$ cat src/rtl/cfgl_pkg.sv
package cfgl_pkg;

  localparam int BYTE_W = 8;
  localparam int CRC_W  = 16;
  localparam logic [CRC_W-1:0] CRC_POLY = 16'h1021;
  localparam logic [CRC_W-1:0] CRC_SEED = 16'hFFFF;

  typedef enum logic [2:0] {
    ST_START, ST_CHECK, ST_DRAIN, ST_EVAL,
    ST_LOAD,  ST_TAIL,  ST_FINI,  ST_PARK
  } ld_state_t;

  // One byte through the CRC, most significant bit first.
  function automatic logic [CRC_W-1:0] crc_step(input logic [CRC_W-1:0] c,
                                                input logic [BYTE_W-1:0] d);
    logic [CRC_W-1:0] r;
    logic             fb;
    r = c;
    for (int i = BYTE_W-1; i >= 0; i--) begin
      fb = r[CRC_W-1] ^ d[i];
      r  = {r[CRC_W-2:0], 1'b0};
      if (fb) r = r ^ CRC_POLY;
    end
    return r;
  endfunction

endpackage

$ cat src/rtl/cfgl_crc16.sv
module cfgl_crc16
  import cfgl_pkg::*;
(
  input  logic              clk,
  input  logic              rst_n,
  input  logic              clear,
  input  logic              upd,
  input  logic [BYTE_W-1:0] din,
  output logic [CRC_W-1:0]  crc
);

  logic [CRC_W-1:0] crc_n;

  always_comb begin
    crc_n = crc;
    if (clear)    crc_n = CRC_SEED;
    else if (upd) crc_n = crc_step(crc, din);
  end

  always_ff @(posedge clk or negedge rst_n) begin
    if (!rst_n) crc <= CRC_SEED;
    else        crc <= crc_n;
  end

  // no change without valid payload data
  a_r3_crc_hold: assert property (@(posedge clk) disable iff (!rst_n)
    (!upd && !clear) |=> $stable(crc));

endmodule

$ cat src/rtl/cfgl_status.sv
module cfgl_status #(
  parameter int CNT_W = 3
) (
  input  logic             clk,
  input  logic             rst_n,
  input  logic             clr,
  input  logic             fail_ev,
  output logic [CNT_W-1:0] cnt,
  output logic             flag,
  output logic             last_try
);

  localparam logic [CNT_W-1:0] CNT_MAX = {CNT_W{1'b1}};

  logic [CNT_W-1:0] cnt_n;
  logic             flag_n;

  assign last_try = (cnt == CNT_MAX);

  always_comb begin
    cnt_n  = cnt;
    flag_n = flag;
    if (clr) begin
      cnt_n  = '0;
      flag_n = 1'b0;
    end else if (fail_ev) begin
      if (last_try) flag_n = 1'b1;
      else          cnt_n  = cnt + 1'b1;
    end
  end

  always_ff @(posedge clk or negedge rst_n) begin
    if (!rst_n) begin
      cnt  <= '0;
      flag <= 1'b0;
    end else begin
      cnt  <= cnt_n;
      flag <= flag_n;
    end
  end

  a_r6_flag_saturated: assert property (@(posedge clk) disable iff (!rst_n)
    flag |-> (cnt == CNT_MAX));
  a_r10_flag_sticky: assert property (@(posedge clk) disable iff (!rst_n)
    (flag && !clr) |=> flag);
  a_r10_cnt_monotone: assert property (@(posedge clk) disable iff (!rst_n)
    !clr |=> (cnt >= $past(cnt)));
  a_r9_clear: assert property (@(posedge clk) disable iff (!rst_n)
    clr |=> (cnt == '0 && !flag));

endmodule

$ cat src/rtl/cfg_image_loader.sv
module cfg_image_loader
  import cfgl_pkg::*;
#(
  parameter int          WORDS     = 16,
  parameter int          CNT_W     = 3,
  parameter int          STAT_AW   = 9,
  parameter logic [8:0]  STAT_ADDR = 9'h0FE,
  localparam int         AW        = $clog2(WORDS)
) (
  input  logic               clk,
  input  logic               rst_n,
  input  logic               sw_reset,
  output logic               mem_rd_en,
  output logic [AW-1:0]      mem_addr,
  input  logic [BYTE_W-1:0]  mem_rd_data,
  output logic               cfg_wr_en,
  output logic [AW-1:0]      cfg_wr_addr,
  output logic [BYTE_W-1:0]  cfg_wr_data,
  input  logic [STAT_AW-1:0] stat_rd_addr,
  output logic [BYTE_W-1:0]  stat_rd_data,
  output logic               done
);

  localparam logic [AW-1:0] LAST_W = AW'(WORDS - 1);
  localparam logic [AW-1:0] HI_W   = AW'(WORDS - 2);
  localparam logic [AW-1:0] LAST_D = AW'(WORDS - 3);
  localparam int            PAD_W  = BYTE_W - CNT_W - 1;

  // reset: asserted asynchronously, released on the clock
  logic rs_q1, rs_q2, rst_i;
  always_ff @(posedge clk or negedge rst_n) begin
    if (!rst_n) begin
      rs_q1 <= 1'b0;
      rs_q2 <= 1'b0;
    end else begin
      rs_q1 <= 1'b1;
      rs_q2 <= rs_q1;
    end
  end
  assign rst_i = rs_q2;

  ld_state_t         state, state_n;
  logic [AW-1:0]     addr, addr_n;
  logic              vld;
  logic [AW-1:0]     vaddr;
  logic [BYTE_W-1:0] exp_hi, exp_lo;
  logic              rd_en, crc_clr, crc_upd, fail_ev, checking, loading;
  logic [CRC_W-1:0]  crc;
  logic [CNT_W-1:0]  fcnt;
  logic              fflag, last_try;

  assign checking = (state == ST_CHECK) || (state == ST_DRAIN);
  assign loading  = (state == ST_LOAD)  || (state == ST_TAIL);

  always_comb begin
    state_n = state;
    addr_n  = addr;
    rd_en   = 1'b0;
    crc_clr = 1'b0;
    fail_ev = 1'b0;
    case (state)
      ST_START: begin
        crc_clr = 1'b1;
        addr_n  = '0;
        state_n = ST_CHECK;
      end
      ST_CHECK: begin
        rd_en = 1'b1;
        if (addr == LAST_W) begin
          addr_n  = '0;
          state_n = ST_DRAIN;
        end else begin
          addr_n = addr + 1'b1;
        end
      end
      ST_DRAIN: state_n = ST_EVAL;
      ST_EVAL: begin
        crc_clr = 1'b1;
        addr_n  = '0;
        if (crc == {exp_hi, exp_lo}) begin
          state_n = ST_LOAD;
        end else begin
          fail_ev = 1'b1;
          state_n = last_try ? ST_LOAD : ST_CHECK;
        end
      end
      ST_LOAD: begin
        rd_en = 1'b1;
        if (addr == LAST_D) begin
          addr_n  = '0;
          state_n = ST_TAIL;
        end else begin
          addr_n = addr + 1'b1;
        end
      end
      ST_TAIL: state_n = ST_FINI;
      ST_FINI: state_n = ST_PARK;
      default: state_n = ST_PARK;
    endcase
    if (sw_reset) state_n = ST_START;
  end

  always_ff @(posedge clk or negedge rst_i) begin
    if (!rst_i) begin
      state  <= ST_START;
      addr   <= '0;
      vld    <= 1'b0;
      vaddr  <= '0;
      exp_hi <= '0;
      exp_lo <= '0;
    end else begin
      state <= state_n;
      addr  <= addr_n;
      vld   <= rd_en && !sw_reset;
      if (rd_en) vaddr <= addr;
      if (vld && checking && vaddr == HI_W)   exp_hi <= mem_rd_data;
      if (vld && checking && vaddr == LAST_W) exp_lo <= mem_rd_data;
    end
  end

  assign crc_upd = vld && checking && (vaddr <= LAST_D);

  cfgl_crc16 u_crc (
    .clk   (clk),
    .rst_n (rst_i),
    .clear (crc_clr),
    .upd   (crc_upd),
    .din   (mem_rd_data),
    .crc   (crc)
  );

  cfgl_status #(.CNT_W(CNT_W)) u_stat (
    .clk      (clk),
    .rst_n    (rst_i),
    .clr      (sw_reset),
    .fail_ev  (fail_ev),
    .cnt      (fcnt),
    .flag     (fflag),
    .last_try (last_try)
  );

  assign mem_rd_en    = rd_en;
  assign mem_addr     = addr;
  assign cfg_wr_en    = vld && loading;
  assign cfg_wr_addr  = vaddr;
  assign cfg_wr_data  = mem_rd_data;
  assign done         = (state == ST_FINI);
  assign stat_rd_data = (stat_rd_addr == STAT_ADDR) ? {fcnt, {PAD_W{1'b0}}, fflag}
                                                    : '0;

  a_r3_rd_in_image: assert property (@(posedge clk) disable iff (!rst_i)
    mem_rd_en |-> (mem_addr <= LAST_W));
  a_r4_wr_in_payload: assert property (@(posedge clk) disable iff (!rst_i)
    cfg_wr_en |-> (cfg_wr_addr <= LAST_D));
  a_r4_wr_after_read: assert property (@(posedge clk) disable iff (!rst_i)
    cfg_wr_en |-> $past(mem_rd_en));
  a_r8_done_pulse: assert property (@(posedge clk) disable iff (!rst_i)
    done |=> !done);
  a_r8_no_wr_at_done: assert property (@(posedge clk) disable iff (!rst_i)
    done |-> !cfg_wr_en);

endmodule

$ cat config.mk
export PLATFORM = sky130hd
export DESIGN_NAME = cfg_image_loader
export DESIGN_NICKNAME = d
export VERILOG_FILES = /design/src/rtl/cfgl_pkg.sv /design/src/rtl/cfgl_crc16.sv /design/src/rtl/cfgl_status.sv /design/src/rtl/cfg_image_loader.sv
export SDC_FILE = /design/constraint.sdc
export NUM_CORES = 1
export LEC_CHECK = 0
export BUFFER_PORTS_ARGS = -buffer_cell sky130_fd_sc_hd__buf_2
export CAP_MARGIN = 40
export CORE_UTILIZATION = 60
export DETAILED_ROUTE_END_ITERATION = 8
export GPL_ROUTABILITY_DRIVEN = 0
export MAX_ROUTING_LAYER = met4
export PLACE_DENSITY = 0.85
export SYNTH_ARGS = -nofsm -noshare
export SYNTH_HDL_FRONTEND = slang
export SYNTH_SLANG_ARGS = --single-unit
$ cat constraint.sdc
create_clock -name clk -period 3.7 [get_ports clk]
set_input_delay 0.185 -clock clk [delete_from_list [all_inputs] [get_ports clk]]
set_output_delay 0.185 -clock clk [all_outputs]
set_load 0.005 [all_outputs]
==> results of run 1 <==
where the power goes:
group	internal [µW]	switching [µW]
combinational	79.1	82.5
clock	189	176
sequential	579	34.7
total	847	294
stage by stage:
stage,utilization,cells,worst slack (ns),hold WS [ns],total power (µW)
floorplan,-,232,1.94,-0.111,735
global placement,0.684,305,1.68,-0.0300,772
detailed placement,0.693,307,1.63,-0.0258,782
CTS,0.722,316,1.59,0.152,1150
global route,0.722,316,1.50,0.158,1190
finish,0.722,316,1.61,0.156,1140
cell families (layout without fill, tap and decap cells):
family | after synthesis | in the layout | synth area share
DFF | 50 | 50 | 0.480
and+or+nand+nor | 45 | 45 | 0.101
AOI/OAI and AO/OA | 43 | 43 | 0.121
xor gates and xnor gates | 42 | 42 | 0.139
buffers and inverters | 22 | 56 | 0.0487
muxes | 21 | 21 | 0.0893
adders and majority gates | 4 | 4 | 0.0189
other | 2 | 5 | 0.00284
registers in the layout, indices dropped and copies added, names as in the netlist:
| name | cells |
|---|---|
| u_stat.cnt | 3 |
| exp_lo | 8 |
| mem_addr | 4 |
| u_stat.flag | 1 |
| rs_q1 | 1 |
| vld | 1 |
| exp_hi | 8 |
| cfg_wr_addr | 4 |
| u_crc.crc | 16 |
| rs_q2 | 1 |
| state | 3 |
synth_stat cells, types with 2 or more instances:
cell type   n  area share
buf_4      12       0.034
nor4_1      5       0.012
nor2_1      7      0.0099
xor2_1     31        0.10
ha_1        4       0.019
o21ai_0     7       0.013
a21oi_1     7       0.013
nand2b_1    4      0.0095
inv_1       3      0.0043
conb_1      2      0.0028
dfstp_2    16        0.16
nand2_1     8       0.011
nor2b_1     6       0.014
nand4_1     2      0.0047
clkbuf_1    6      0.0085
dfrtp_1    34        0.32
a31oi_1     2      0.0047
mux2_2     21       0.089
xnor2_1    11       0.036
o22a_1     16       0.053
and2_1      5       0.012
layout make-up:
| class | count | area [µm²] |
|---|---|---|
| Timing Repair Buffer | 45 | 255 |
| Sequential cell | 50 | 1270 |
| Clock buffer | 8 | 110 |
| Multi-Input combinational cell | 160 | 1260 |
| Tap cell | 50 | 62.6 |
| Fill cell | 302 | 1140 |
| Inverter | 3 | 11.3 |
final timing paths:
kind	to	slack, ns	cells past startpoint
worst min-delay path	exp_lo[2]$_DFFE_PN0P_	0.16	2
worst min register to register	exp_hi[5]$_DFFE_PN0P_	0.27	0
max in group asynchronous	u_crc.crc[9]$_DFFE_PN1P_	2.83	1
min in group asynchronous	rs_q2$_DFF_PN0_	0.19	2
worst max-delay path	exp_hi[6]$_DFFE_PN0P_	1.61	4
worst max register to register	exp_hi[6]$_DFFE_PN0P_	1.61	4
layer usage:
metal	track usage	routed length, µm	vias up
met5	-	0	-
li1	-	-	867
met4	0.102	71	0
met1	0.337	2380	895
met2	0.382	2380	55
met3	0.0417	213	8
worst max-delay path: stages (launching register included):
cell and delay [ns]:
dfrtp_1 0.60, xnor2_1 0.16, nor3b_2 0.27, nor3b_4 0.54, mux2_2 0.40
timing repair:
| item | in CTS | in global routing |
|---|---|---|
| hold buffers | 1 | 0 |
| buffers inserted | 0 | 0 |
| setup endpoints to repair | 0 | 0 |
| hold endpoints to repair | 2 | 0 |
| gates resized for setup | 0 | 0 |
==> flow_metrics.tcl, run 1 <==
set metrics [dict create \
    num_vias 1825 \
    synth.avg_cell_area_um2 11.6 \
    grt_pass1_wl_mm 8.07 \
    grt_usage 0.252 \
    cp-end-kind "flip-flop" \
    power_density_nw_per_um2 384 \
    clockBufferDepth 2 \
    dpl_cell_area_um2 2850 \
    first_pass_iters 4 \
    synthCells 229 \
    synth-seq-area-share 0.480 \
    arrival_ns 2.29 \
    detail_route.wl_per_cell_um 16.0 \
    slew_headroom 0.611 \
    initial_core_util 0.643 \
    crit_type "flip-flop to flip-flop" \
    ys_ff_latch 50 \
    tritoncts "built" \
    drc 0 \
    ctsRootBufferMaster "clkbuf_8" \
    cp-start-kind "flip-flop" \
    dp_hpwl_mm 3.54 \
    cp.required_ns 3.89 \
    skew_ns 0.00640 \
    synthArstFlopShare 1.00 \
    antenna_found_initial 0 \
    area_growth_pct 12.2 \
    io_buffer_count 42 \
    syn_area_um2 2650 \
    drv_slew 0 \
    diodes 0 \
    insertion_delay_ns 0.30 \
    hold_viol_final 0 \
    crit_fanout 14 \
    final_common_cell "buf_2" \
    layout_common_cells "buf_2 (42), dfrtp_1 (33), xor2_1 (31)" \
    worst_slew_pin_slew_ns 0.584 \
    rsz0062_at_grt "false" \
    hold_start "mem_rd_data[2]" \
    status "completed" \
    gr-total-overflow 0 \
    nNetsFinal 289 \
    die_area_um2 4680 \
    fmax_mhz 478 \
    ios 47 \
    die_y_um 68.4 \
    grt_pass1_vias 1652 \
    die_w_um 68.4 \
    tns_ns 0 \
    critPathLaunch "state[1]$_DFFE_PN0P_" \
    maxCapViolCount 0 \
    synth_ff_type "dfrtp_1" \
    setup_violations 0 \
    htreeDepth 2 \
    vdd_drop_max_v 0.000245 \
    leakagePower_uw 0.00130 \
    num_rows 23 \
    synth-edff-count 0 \
    cts_buffers 5 \
    viasPerCell 5.78 \
    drive_above_1_share 0.350 \
    synth_cell_types 41 \
    cts.clk_slew.worst_paths_ns 0.09 \
    post-route-period-util 0.565 \
    drt-total-wl_mm 5.05 \
    grt_max_degree 26 \
    r2r_start "state[1]$_DFFE_PN0P_" \
    layout_min_cycle_time_ns 2.09 \
    fin_area_um2 2970 \
    antenna_left 0 \
    cts_sinks 50 \
    worst_hold_path_type "primary input to flip-flop" \
    ys_warn_count 0 \
    coreArea_um2 4120 \
    drt_iter0_markers 70 \
]
Power figures use the tool's default switching activity.
==> run 2: changes to the inputs <==
Settings changed: CORE_UTILIZATION 60 to 50, PLACE_DENSITY 0.85 to 0.75.
Clock period 3.7 ns to 1.75 ns, I/O delays scaled along.
==> flow_metrics.tcl, run 2 (same netlist as run 1, synthesis figures left out) <==
set metrics [dict create \
    post-route-period-util 1.01 \
    cp-start-kind "flip-flop" \
    first_pass_iters 4 \
    layout_common_cells "buf_2 (42), buf_4 (38), dfrtp_1 (33)" \
    io_buffer_count 42 \
    diodes 0 \
    nNetsFinal 329 \
    fin_util 0.676 \
    r2r_start "u_crc.crc[2]$_DFFE_PN1P_" \
    comb_power_share 0.187 \
    critPathLaunch "u_crc.crc[2]$_DFFE_PN1P_" \
    grt_usage 0.229 \
    die_w_um 74.8 \
    hold_start "mem_rd_data[2]" \
    r2r_slack_ns -0.02 \
    detail_route.wl_per_cell_um 15.5 \
    viasPerCell 5.28 \
    num-fill-cells 401 \
    ctsRootBufferMaster "clkbuf_8" \
    p_int_uw 1770 \
    rsz0062_at_grt "true" \
    largest_register_ffs 16 \
    tritoncts "built" \
    die_area_um2 5590 \
    coreArea_um2 5110 \
    crit_fanout 2 \
    grt_pass1_vias 1895 \
    power_density_nw_per_um2 706 \
    grt_pass1_wl_mm 9.05 \
    area_growth_pct 30.5 \
    drc 0 \
    arrival_ns 1.96 \
    multi_input_area_um2 1440 \
    register_area_um2 1270 \
    vdd_drop_max_v 0.000657 \
    antenna_left 0 \
    clockBufferDepth 2 \
    drive_above_1_share 0.493 \
    drt_iter0_markers 95 \
    die_y_um 74.8 \
    cp.required_ns 1.94 \
    skew_ns 0.0127 \
    pwr-share-seq 0.528 \
    maxCapViolCount 0 \
    cts.clk_slew.worst_paths_ns 0.09 \
    crit_type "flip-flop to flip-flop" \
    fin_ws_ns -0.0212 \
    cts_buffers 5 \
    p_clk_frac 0.286 \
    post-place-ws_ns -0.285 \
    power.switching_uw 665 \
    hold_viol_final 0 \
    largestRegisters "u_crc.crc x16, exp_hi x8, exp_lo x8" \
    cp-end-kind "flip-flop" \
    insertion_delay_ns 0.30 \
    drt-total-wl_mm 5.84 \
    failed_checks "setup timing" \
    grt_max_degree 23 \
    initial_core_util 0.518 \
    worst_hold_path_type "primary input to flip-flop" \
    layout_min_cycle_time_ns 1.77 \
    ios 47 \
    num_vias 1987 \
    largest_register "u_crc.crc" \
    leakagePower_uw 0.00152 \
    setup_violations 1 \
    num_rows 26 \
    dp_hpwl_mm 4.05 \
    cts_sinks 50 \
    antenna_found_initial 0 \
    htreeDepth 2 \
    status "finished with violations" \
    final_common_cell "buf_2" \
    p_sw_frac 0.273 \
    drv_slew 0 \
    gr-total-overflow 0 \
    fin_hold_ws_ns 0.0679 \
    fmax_mhz 565 \
]
## run 2: cell count changes in the layout (fill, tap and decap cells not counted), sizes merged
cell,change
clkinvlp,+1
buf,+40
clkinv,+1
clkbuf,-2
## run 2: final timing paths
kind,end,cells past startpoint
max reg2reg,u_stat.cnt[0]$_DFFE_PN0P_,5
min,exp_hi[2]$_DFFE_PN0P_,2
min in group asynchronous,rs_q2$_DFF_PN0_,2
min reg2reg,exp_lo[0]$_DFFE_PN0P_,0
max in group asynchronous,u_crc.crc[12]$_DFFE_PN1P_,1
max,u_stat.cnt[0]$_DFFE_PN0P_,5
## run 2: stage by stage
step | power [µW] | area [µm²] | setup TNS [ns] | std cells
floorplan | 1550 | 2660 | 0 | 232
finish | 2440 | 3450 | -0.0212 | 376
CTS | 2440 | 3340 | -0.0321 | 374
detailed placement | 1720 | 3130 | -0.618 | 363
global route | 2550 | 3450 | -0.365 | 376
global placement | 1700 | 3120 | -0.745 | 362
## run 2: power by group through the flow
stage | Clock [µW] | Combinational, µW | Sequential [µW]
after detailed placement | 0 | 417 | 1300
after global placement | 0 | 404 | 1300
after floorplan | 0 | 248 | 1300
after global routing | 756 | 502 | 1300
after CTS | 718 | 442 | 1280
final | 696 | 455 | 1290
## run 2: area by class of cell
cell class	count	area share
Multi-Input combinational cell	160	0.416
Sequential cell	50	0.368
Timing Repair Buffer	85	0.159
Tap cell	70	0.0254
Clock buffer	6	0.0239
Clock inverter	2	0.00362
Inverter	3	0.00326
## run 2: timing repair
| action | CTS | global route |
|---|---|---|
| setup endpoints to repair | 6 | 14 |
| gates resized for setup | 12 | 22 |
| pin swaps | 5 | 8 |
| setup buffers | 3 | 2 |
| hold buffers | 1 | 0 |
| hold endpoints to repair | 2 | 0 |
## run 2: layer usage
layer,track usage,wire length (µm),vias up,share of wire
met2,0.353,2860,55,0.49
met1,0.307,2660,988,0.46
met5,-,0,-,0
li1,-,-,935,-
met3,0.0455,222,9,0.038
met4,0.0734,91,0,0.016
## run 2: critical path: stages, from the launching register on
cell	delay (ns)
dfstp_2	0.57
xor2_2	0.19
nor4_4	0.07
a41o_1	0.26
or2_4	0.27
mux2_4	0.29
